**config.mk**
```make
export PLATFORM = sky130hd
export DESIGN_NAME = t1_fbit_density_mon
export DESIGN_NICKNAME = d
export VERILOG_FILES = /design/src/rtl/t1_fbit_pkg.sv /design/src/rtl/t1_fbit_qual.sv /design/src/rtl/t1_fbit_window.sv /design/src/rtl/t1_fbit_density_mon.sv
export SDC_FILE = /design/constraint.sdc
export NUM_CORES = 1
export LEC_CHECK = 0
export BUFFER_PORTS_ARGS = -buffer_cell sky130_fd_sc_hd__buf_4
export CAP_MARGIN = 20
export CORE_AREA = 10 10 47 49
export CTS_CLUSTER_DIAMETER = 100
export DETAILED_ROUTE_END_ITERATION = 10
export DIE_AREA = 0 0 57 59
export PLACE_DENSITY = 0.72
export SYNTH_ARGS = -nofsm -noshare
export SYNTH_HDL_FRONTEND = slang
export SYNTH_SLANG_ARGS = --single-unit
```
**constraint.sdc**
```tcl
create_clock -name clk_i -period 3.29 [get_ports clk_i]
set_input_delay 0.4935 -clock clk_i [delete_from_list [all_inputs] [get_ports clk_i]]
set_output_delay 0.4935 -clock clk_i [all_outputs]
set_load 0.02 [all_outputs]
```
**src/rtl/t1_fbit_pkg.sv**
```systemverilog
package t1_fbit_pkg;
  localparam int unsigned WIN_MAX   = 6;
  localparam int unsigned CNT_W     = $clog2(WIN_MAX + 1);
  localparam int unsigned FN_W      = 5;
  localparam int unsigned TRIP_ERRS = 2;
  localparam int unsigned WIN_A     = 4;
  localparam int unsigned WIN_B     = 5;
  localparam int unsigned WIN_C     = 6;
  localparam int unsigned ALARM_FN  = 12;

  typedef enum logic [1:0] {
    THR_A   = 2'd0,
    THR_B   = 2'd1,
    THR_C   = 2'd2,
    THR_OFF = 2'd3
  } thr_sel_e;

  function automatic logic [CNT_W-1:0] win_len(thr_sel_e s);
    case (s)
      THR_A:   return CNT_W'(WIN_A);
      THR_B:   return CNT_W'(WIN_B);
      default: return CNT_W'(WIN_C);
    endcase
  endfunction
endpackage

```
**src/rtl/t1_fbit_qual.sv**
```systemverilog
module t1_fbit_qual #(
  parameter int unsigned FN_W     = 5,
  parameter int unsigned ALARM_FN = 12
) (
  input  logic            stb_i,
  input  logic [FN_W-1:0] fn_i,
  input  logic            esf_i,
  input  logic            fs_chk_i,
  input  logic            sec_yel_i,
  output logic            chk_o
);
  logic is_fs, is_alarm;

  assign is_fs    = ~fn_i[0];
  assign is_alarm = (fn_i == FN_W'(ALARM_FN));

  // odd frames carry Ft, even frames Fs in the 12-frame format
  assign chk_o = stb_i & (esf_i | ~is_fs | (fs_chk_i & ~(sec_yel_i & is_alarm)));
endmodule

```
**src/rtl/t1_fbit_window.sv**
```systemverilog
module t1_fbit_window #(
  parameter int unsigned DEPTH = 6,
  parameter int unsigned CNT_W = 3,
  parameter int unsigned TRIP  = 2
) (
  input  logic             clk_i,
  input  logic             rst_ni,
  input  logic             shift_i,
  input  logic             err_i,
  input  logic             clr_i,
  input  logic [CNT_W-1:0] len_i,
  output logic [CNT_W-1:0] cnt_o,
  output logic             hit_o
);
  logic [DEPTH-1:0] win_q, win_nxt, mask;
  logic [CNT_W-1:0] cnt_cur, cnt_nxt;

  assign win_nxt = {win_q[DEPTH-2:0], err_i};

  for (genvar i = 0; i < DEPTH; i++) begin : g_mask
    assign mask[i] = (CNT_W'(i) < len_i);
  end

  always_comb begin
    cnt_cur = '0;
    cnt_nxt = '0;
    for (int i = 0; i < DEPTH; i++) begin
      cnt_cur = cnt_cur + CNT_W'(win_q[i] & mask[i]);
      cnt_nxt = cnt_nxt + CNT_W'(win_nxt[i] & mask[i]);
    end
  end

  assign cnt_o = cnt_cur;
  assign hit_o = shift_i & (cnt_nxt >= CNT_W'(TRIP));

  always_ff @(posedge clk_i or negedge rst_ni) begin
    if (!rst_ni)      win_q <= '0;
    else if (clr_i)   win_q <= '0;
    else if (shift_i) win_q <= win_nxt;
  end
endmodule

```
**src/rtl/t1_fbit_density_mon.sv**
```systemverilog
module t1_fbit_density_mon
  import t1_fbit_pkg::*;
(
  input  logic             clk_i,
  input  logic             rst_ni,
  input  logic             frame_stb_i,
  input  logic [FN_W-1:0]  frame_num_i,
  input  logic             f_rx_i,
  input  logic             f_exp_i,
  input  logic             esf_i,
  input  logic             fs_chk_i,
  input  logic             sec_yel_i,
  input  logic [1:0]       thr_sel_i,
  input  logic             transparent_i,
  input  logic             sw_reframe_i,
  output logic             reframe_o,
  output logic [CNT_W-1:0] err_cnt_o
);
  thr_sel_e         thr;
  logic             chk, hit, auto_rf, clr, reframe_q;
  logic [CNT_W-1:0] len;

  assign thr = thr_sel_e'(thr_sel_i);
  assign len = win_len(thr);

  t1_fbit_qual #(.FN_W(FN_W), .ALARM_FN(ALARM_FN)) u_qual (
    .stb_i     (frame_stb_i),
    .fn_i      (frame_num_i),
    .esf_i     (esf_i),
    .fs_chk_i  (fs_chk_i),
    .sec_yel_i (sec_yel_i),
    .chk_o     (chk)
  );

  t1_fbit_window #(.DEPTH(WIN_MAX), .CNT_W(CNT_W), .TRIP(TRIP_ERRS)) u_win (
    .clk_i   (clk_i),
    .rst_ni  (rst_ni),
    .shift_i (chk),
    .err_i   (f_rx_i ^ f_exp_i),
    .clr_i   (clr),
    .len_i   (len),
    .cnt_o   (err_cnt_o),
    .hit_o   (hit)
  );

  assign auto_rf = hit & (thr != THR_OFF) & ~transparent_i;
  assign clr     = auto_rf | sw_reframe_i;

  always_ff @(posedge clk_i or negedge rst_ni) begin
    if (!rst_ni) reframe_q <= 1'b0;
    else         reframe_q <= clr;
  end

  assign reframe_o = reframe_q;
endmodule

```
== After elaboration in Yosys (flattened, before gate mapping) ==
Index checks and enable logic that the tools add are counted.
Storage, ports and cells
  flip-flop bits (word level): 7
  bits of input ports: 17
  output and inout bits: 4
  word-level logic and storage cells: 51
Operators by class
  $add $sub $neg: 10
  order comparisons: 7
  equal/unequal tests: 3
  muxes and demuxes: 3
  bitwise gates (word level): 24
  reductions and logical operators: 2
Operators by type and width (number)
  $add 3x3->3: 10
  $and 1x1->1: 18
  $mux 6: 2
  $lt 1x3->1 const A: 2
  $lt 2x3->1 const A: 2
  $lt 3x3->1 const A: 2
  $eq 5x4->1 const B: 1
  $pmux 2 s2: 1
  $ge 3x2->1 const B: 1
  $or 1x1->1: 3
  $eq 2x1->1 const B: 1
  $logic_not 2->1: 1
  $ne 2x2->1 const B: 1
  $not 1->1: 2
  $reduce_bool 2->1: 1
  $xor 1x1->1: 1

== Depth between registers and ports, before layout ==
  word-level depth: 15
  gate-level depth with buffers: 9
  mapped depth without buffers: 9

== Cells and area by module ==
A second synthesis with hierarchy kept.
Second synthesis, totals
  cell total of the unflattened synthesis: 58
  area total of the unflattened synthesis: 584.3 sq um
By module, submodules not included
  t1_fbit_window: instances 1, cells an instance 46, area an instance 483.0 sq um, sequential area each 150.1 sq um
  t1_fbit_density_mon: instances 1, cells an instance 8, area an instance 66.3 sq um, sequential area each 25.0 sq um
  t1_fbit_qual: instances 1, cells an instance 4, area an instance 35.0 sq um, sequential area each 0.0 sq um

== Worst setup path before layout ==
No wires, ideal clock.
  path kind: input port to flip-flop
  start point: input f_exp_i
  end point: register u_win.win_q[1]
  library setup time: 0.125 ns
  arrival: 2.925 ns
  required time: 3.165 ns
  setup slack: 0.240 ns
  stages on the path: 9
  path buffers: 0
  path through: xor2_1 fa_1 inv_1 fa_1 nand2b_1 fa_1 a221oi_1 nor2_1 mux2_4
On the way
  word-level cells in the longest chain between the ends: 13
  elaborated cells between the ends (all ways): 14
  those cells by class: 5 x add/sub; 1 x order compare; 1 x mux; 6 x bitwise; 1 x reduce/logical
RTL lines
  start, declared: RTL line t1_fbit_density_mon.sv:9  | input logic f_exp_i,
  $xor 1x1->1 (*): RTL line t1_fbit_density_mon.sv:39  | .err_i (f_rx_i ^ f_exp_i),
  $and 1x1->1 (*): RTL line t1_fbit_window.sv:29  | cnt_nxt = cnt_nxt + CNT_W'(win_nxt[i] & mask[i]);
  $add 3x3->3 (*) (5 in a row): RTL line t1_fbit_window.sv:29
  $ge 3x2->1 (*): RTL line t1_fbit_window.sv:34  | assign hit_o = shift_i & (cnt_nxt >= CNT_W'(TRIP));
  $and 1x1->1 (*): RTL line t1_fbit_window.sv:34
  $and 1x1->1 (*) (2 in a row): RTL line t1_fbit_density_mon.sv:46  | assign auto_rf = hit & (thr != THR_OFF) & ~transparent_i;
  $or 1x1->1 (*): RTL line t1_fbit_density_mon.sv:47  | assign clr = auto_rf | sw_reframe_i;
  $mux 6 or $reduce_bool 2->1 (tied branches)
  end signal, assigned: RTL line t1_fbit_window.sv:39  | else if (shift_i) win_q <= win_nxt;
  end, declared: RTL line t1_fbit_window.sv:15  | logic [DEPTH-1:0] win_q, win_nxt, mask;
Mark *: on every way between the ends. The rest lies on a longest branch, timed or not.
A chain may end at the register's enable or synchronous reset.

== Final worst setup path ==
  start point: input thr_sel_i[0]
  end point: output err_cnt_o[1]
On the way
  word-level cells in the longest chain between the ends: 9
  elaborated cells between the ends (all ways): 20
  those cells by class: 5 x add/sub; 6 x order compare; 1 x eq/ne; 1 x mux; 6 x bitwise; 1 x reduce/logical
RTL lines
  start, declared: RTL line t1_fbit_density_mon.sv:13  | input logic [1:0] thr_sel_i,
  $eq 2x1->1 or $logic_not 2->1 (tied branches): RTL line t1_fbit_pkg.sv:19  | case (s)
  $pmux 2 s2 (*): RTL line t1_fbit_pkg.sv:19
  $lt 1x3->1: RTL line t1_fbit_window.sv:21  | assign mask[i] = (CNT_W'(i) < len_i);
  $and 1x1->1: RTL line t1_fbit_window.sv:28  | cnt_cur = cnt_cur + CNT_W'(win_q[i] & mask[i]);
  $add 3x3->3 (4 in a row): RTL line t1_fbit_window.sv:28
  $add 3x3->3 (*): RTL line t1_fbit_window.sv:28
  end, declared: RTL line t1_fbit_density_mon.sv:17  | output logic [CNT_W-1:0] err_cnt_o
Marks and branches as above.

==> impl_metrics.ini <==
[global_route]
grt-busiest-layer = met2
grt_pass1_vias = 564
grt_max_degree = 9
grt_use_met2_pct = 14.4
grt-ovfl-total = 0
antenna_found_initial = 0
use_met3_pct = 2.15
grt_first_pass_wirelength_um = 2260
grtUsageMet1_pct = 8.36
grt_use_total_pct = 8.53

[worst_setup_path]
cp-end-kind = primary output
arrival_ps = 2660
path_class = in -> out
cp-start-kind = primary input
cp_max_fo = 4
required_ps = 2800

[sta]
setup_violations = 0
tightestPinTransition_ps = 425
timing.fmax_ghz = 0.317
hold_viol = 0
rsz0062_at_grt = false
period_needed_ps = 3150
whs_ps = 49.6
finalCritPeriodShare_pct = 95.7
maxSlewHeadroom_pct = 71.7
finalMaxSlewViolations = 0
fin_skew_ps = 0.988

[cells_and_area]
drive_above_1_share_pct = 37.3
fin_util_pct = 56.2
antenna_cells = 0
nets = 100
syn_to_final_growth_pct = 33.3

[clock_tree]
cts_resized = 0
cts.reportedPaths.clkPinSlew_ps = 50
cts_tree = yes
clock-sinks = 7
cts_hold_buf = 0
root_buffer = clkbuf_4
clockBufferDepth = 2
cts_setup_buffers = 0
cts_htree_levels = 1
clkLatencyLatePin_ps = 250
numCtsBuffers = 3

[floorplan]
start_util_pct = 42.1
die_y_um = 59
ioPinCount = 21
die_x_um = 57
rows = 14
core_area_um2 = 1400
die_area_um2 = 3360

[pwr]
p_leak_nw = 0.379
vdd_drop_max_v = 0.000203
powerDensity_nw_per_um2 = 285

[outcome]
status = finished clean

[route]
drc = 0
wl_per_cell_um = 14.5
antenna_left = 0
first_pass_iters = 4
drt_iter0_markers = 6
vias_per_cell = 5.11
num_vias = 465
routed_wl_um = 1320

[synthesis]
seq_area_frac_synth_pct = 29.7
syn_inst = 51
syn_nets = 75
synthesis.area_um2 = 591
ys_warn_count = 0
synth_seq_cells = 7
synth_cell_types = 20
postSynthAreaPerCell_um2 = 11.6

[placed_design]
hpwl_um = 1160
gp_congestion = 0.869
port_buffers = 20

[worst_hold_path]
hp-class = in -> async

[job]
maxCapViolCount = 0
## kinds of logic (layout without fill, tap and decap cells)
kind of cell | Yosys count | count (layout) | synth area share [%]
fa+ha+maj | 7 | 7 | 22.5
xor+xnor | 1 | 1 | 1.48
mux | 6 | 6 | 11.9
simple gates | 17 | 17 | 19.1
buf+inv | 6 | 30 | 3.81
flops | 7 | 7 | 29.7
compound gates | 7 | 7 | 11.7
## power breakdown
group | total (W) | internal, W | switching [W] | leakage [nW]
Combinational | 0.0000563 | 0.0000294 | 0.0000268 | 0.270
Clock | 0.0000768 | 0.0000462 | 0.0000306 | 0.0150
Sequential | 0.0000910 | 0.0000888 | 0.00000220 | 0.0946
Total | 0.000224 | 0.000164 | 0.0000596 | 0.379
## critical path: stages
cell and delay, ps:
buf_4 120, o21a_1 190, fa_1 470, inv_1 50, fa_1 500, inv_1 40
ha_1 180, fa_1 480, buf_4 130
## layer usage
layer	share of wire, %	wire length [µm]	vias to the layer above
met5	0	0	-
met4	2.6	34	0
met3	6.4	84	2
met2	50	660	15
met1	41	542	225
li1	-	-	223
## placed cells by master, fill, tap and decap left out
cell type	count
buf_4	20
nand2b_1	7
dfrtp_1	7
inv_1	6
fa_1	6
mux2i_1	4
nand2_1	3
nor2b_1	3
clkbuf_4	3
nor2_1	2
mux2_4	2
a221oi_1	1
nor4b_4	1
o31ai_1	1
a31oi_4	1
a21o_2	1
o21a_1	1
xor2_1	1
o21ai_0	1
a221o_1	1
nand3b_1	1
ha_1	1
clkbuf_1	1
## cells in the mapped netlist, drive strengths merged
master | number | area [µm²]
a21o | 1 | 8.76
a221oi | 1 | 8.76
o21ai | 1 | 5.00
nand2b | 7 | 43.8
inv | 6 | 22.5
nor2b | 3 | 18.8
o21a | 1 | 7.51
ha | 1 | 12.5
mux2 | 2 | 30.0
nand2 | 3 | 11.3
nor4b | 1 | 23.8
nor2 | 2 | 7.51
xor2 | 1 | 8.76
fa | 6 | 120
a31oi | 1 | 21.3
nand3b | 1 | 7.51
o31ai | 1 | 7.51
dfrtp | 7 | 175
mux2i | 4 | 40.0
a221o | 1 | 10.0
## metrics by stage
stage | worst slack, ps | power (W) | cells | area, µm² | TNS [ps]
after floorplan | 240 | 0.000120 | 51 | 591 | 0
after global placement | 14.5 | 0.000148 | 87 | 761 | 0
after detailed placement | -77.4 | 0.000150 | 87 | 761 | -155
after CTS | 121 | 0.000228 | 91 | 787 | 0
after global routing | 40.9 | 0.000239 | 91 | 787 | 0
final | 140 | 0.000224 | 91 | 787 | 0
## layout make-up
class / count / area (µm²)
multi-input cells: 38 / 393
inverters: 6 / 22.5
clock buffers: 4 / 26.3
repair buffers: 20 / 150
flip-flops and latches: 7 / 175
well taps: 16 / 20.0
fillers: 131 / 614
## registers in the layout (all words and copies together), names as in the netlist
signal and flops:
reframe_o 1, u_win.win_q 6
## final timing paths
kind                                            startpoint                         end  slack (ps)  cells past startpoint
worst max-delay path                          thr_sel_i[0]                err_cnt_o[1]         140                      9
worst min-delay path                                rst_ni  u_win.win_q[1]$_DFFE_PN0P_          50                      1
worst max register to register  u_win.win_q[1]$_DFFE_PN0P_  u_win.win_q[1]$_DFFE_PN0P_         220                      8
worst min register to register  u_win.win_q[0]$_DFFE_PN0P_  u_win.win_q[0]$_DFFE_PN0P_         620                      2
max in group asynchronous                           rst_ni  u_win.win_q[3]$_DFFE_PN0P_        3120                      1
min in group clk_i                            sw_reframe_i         reframe_o$_DFF_PN0_         490                      2
Note: power is estimated with default switching activity, not from simulation.
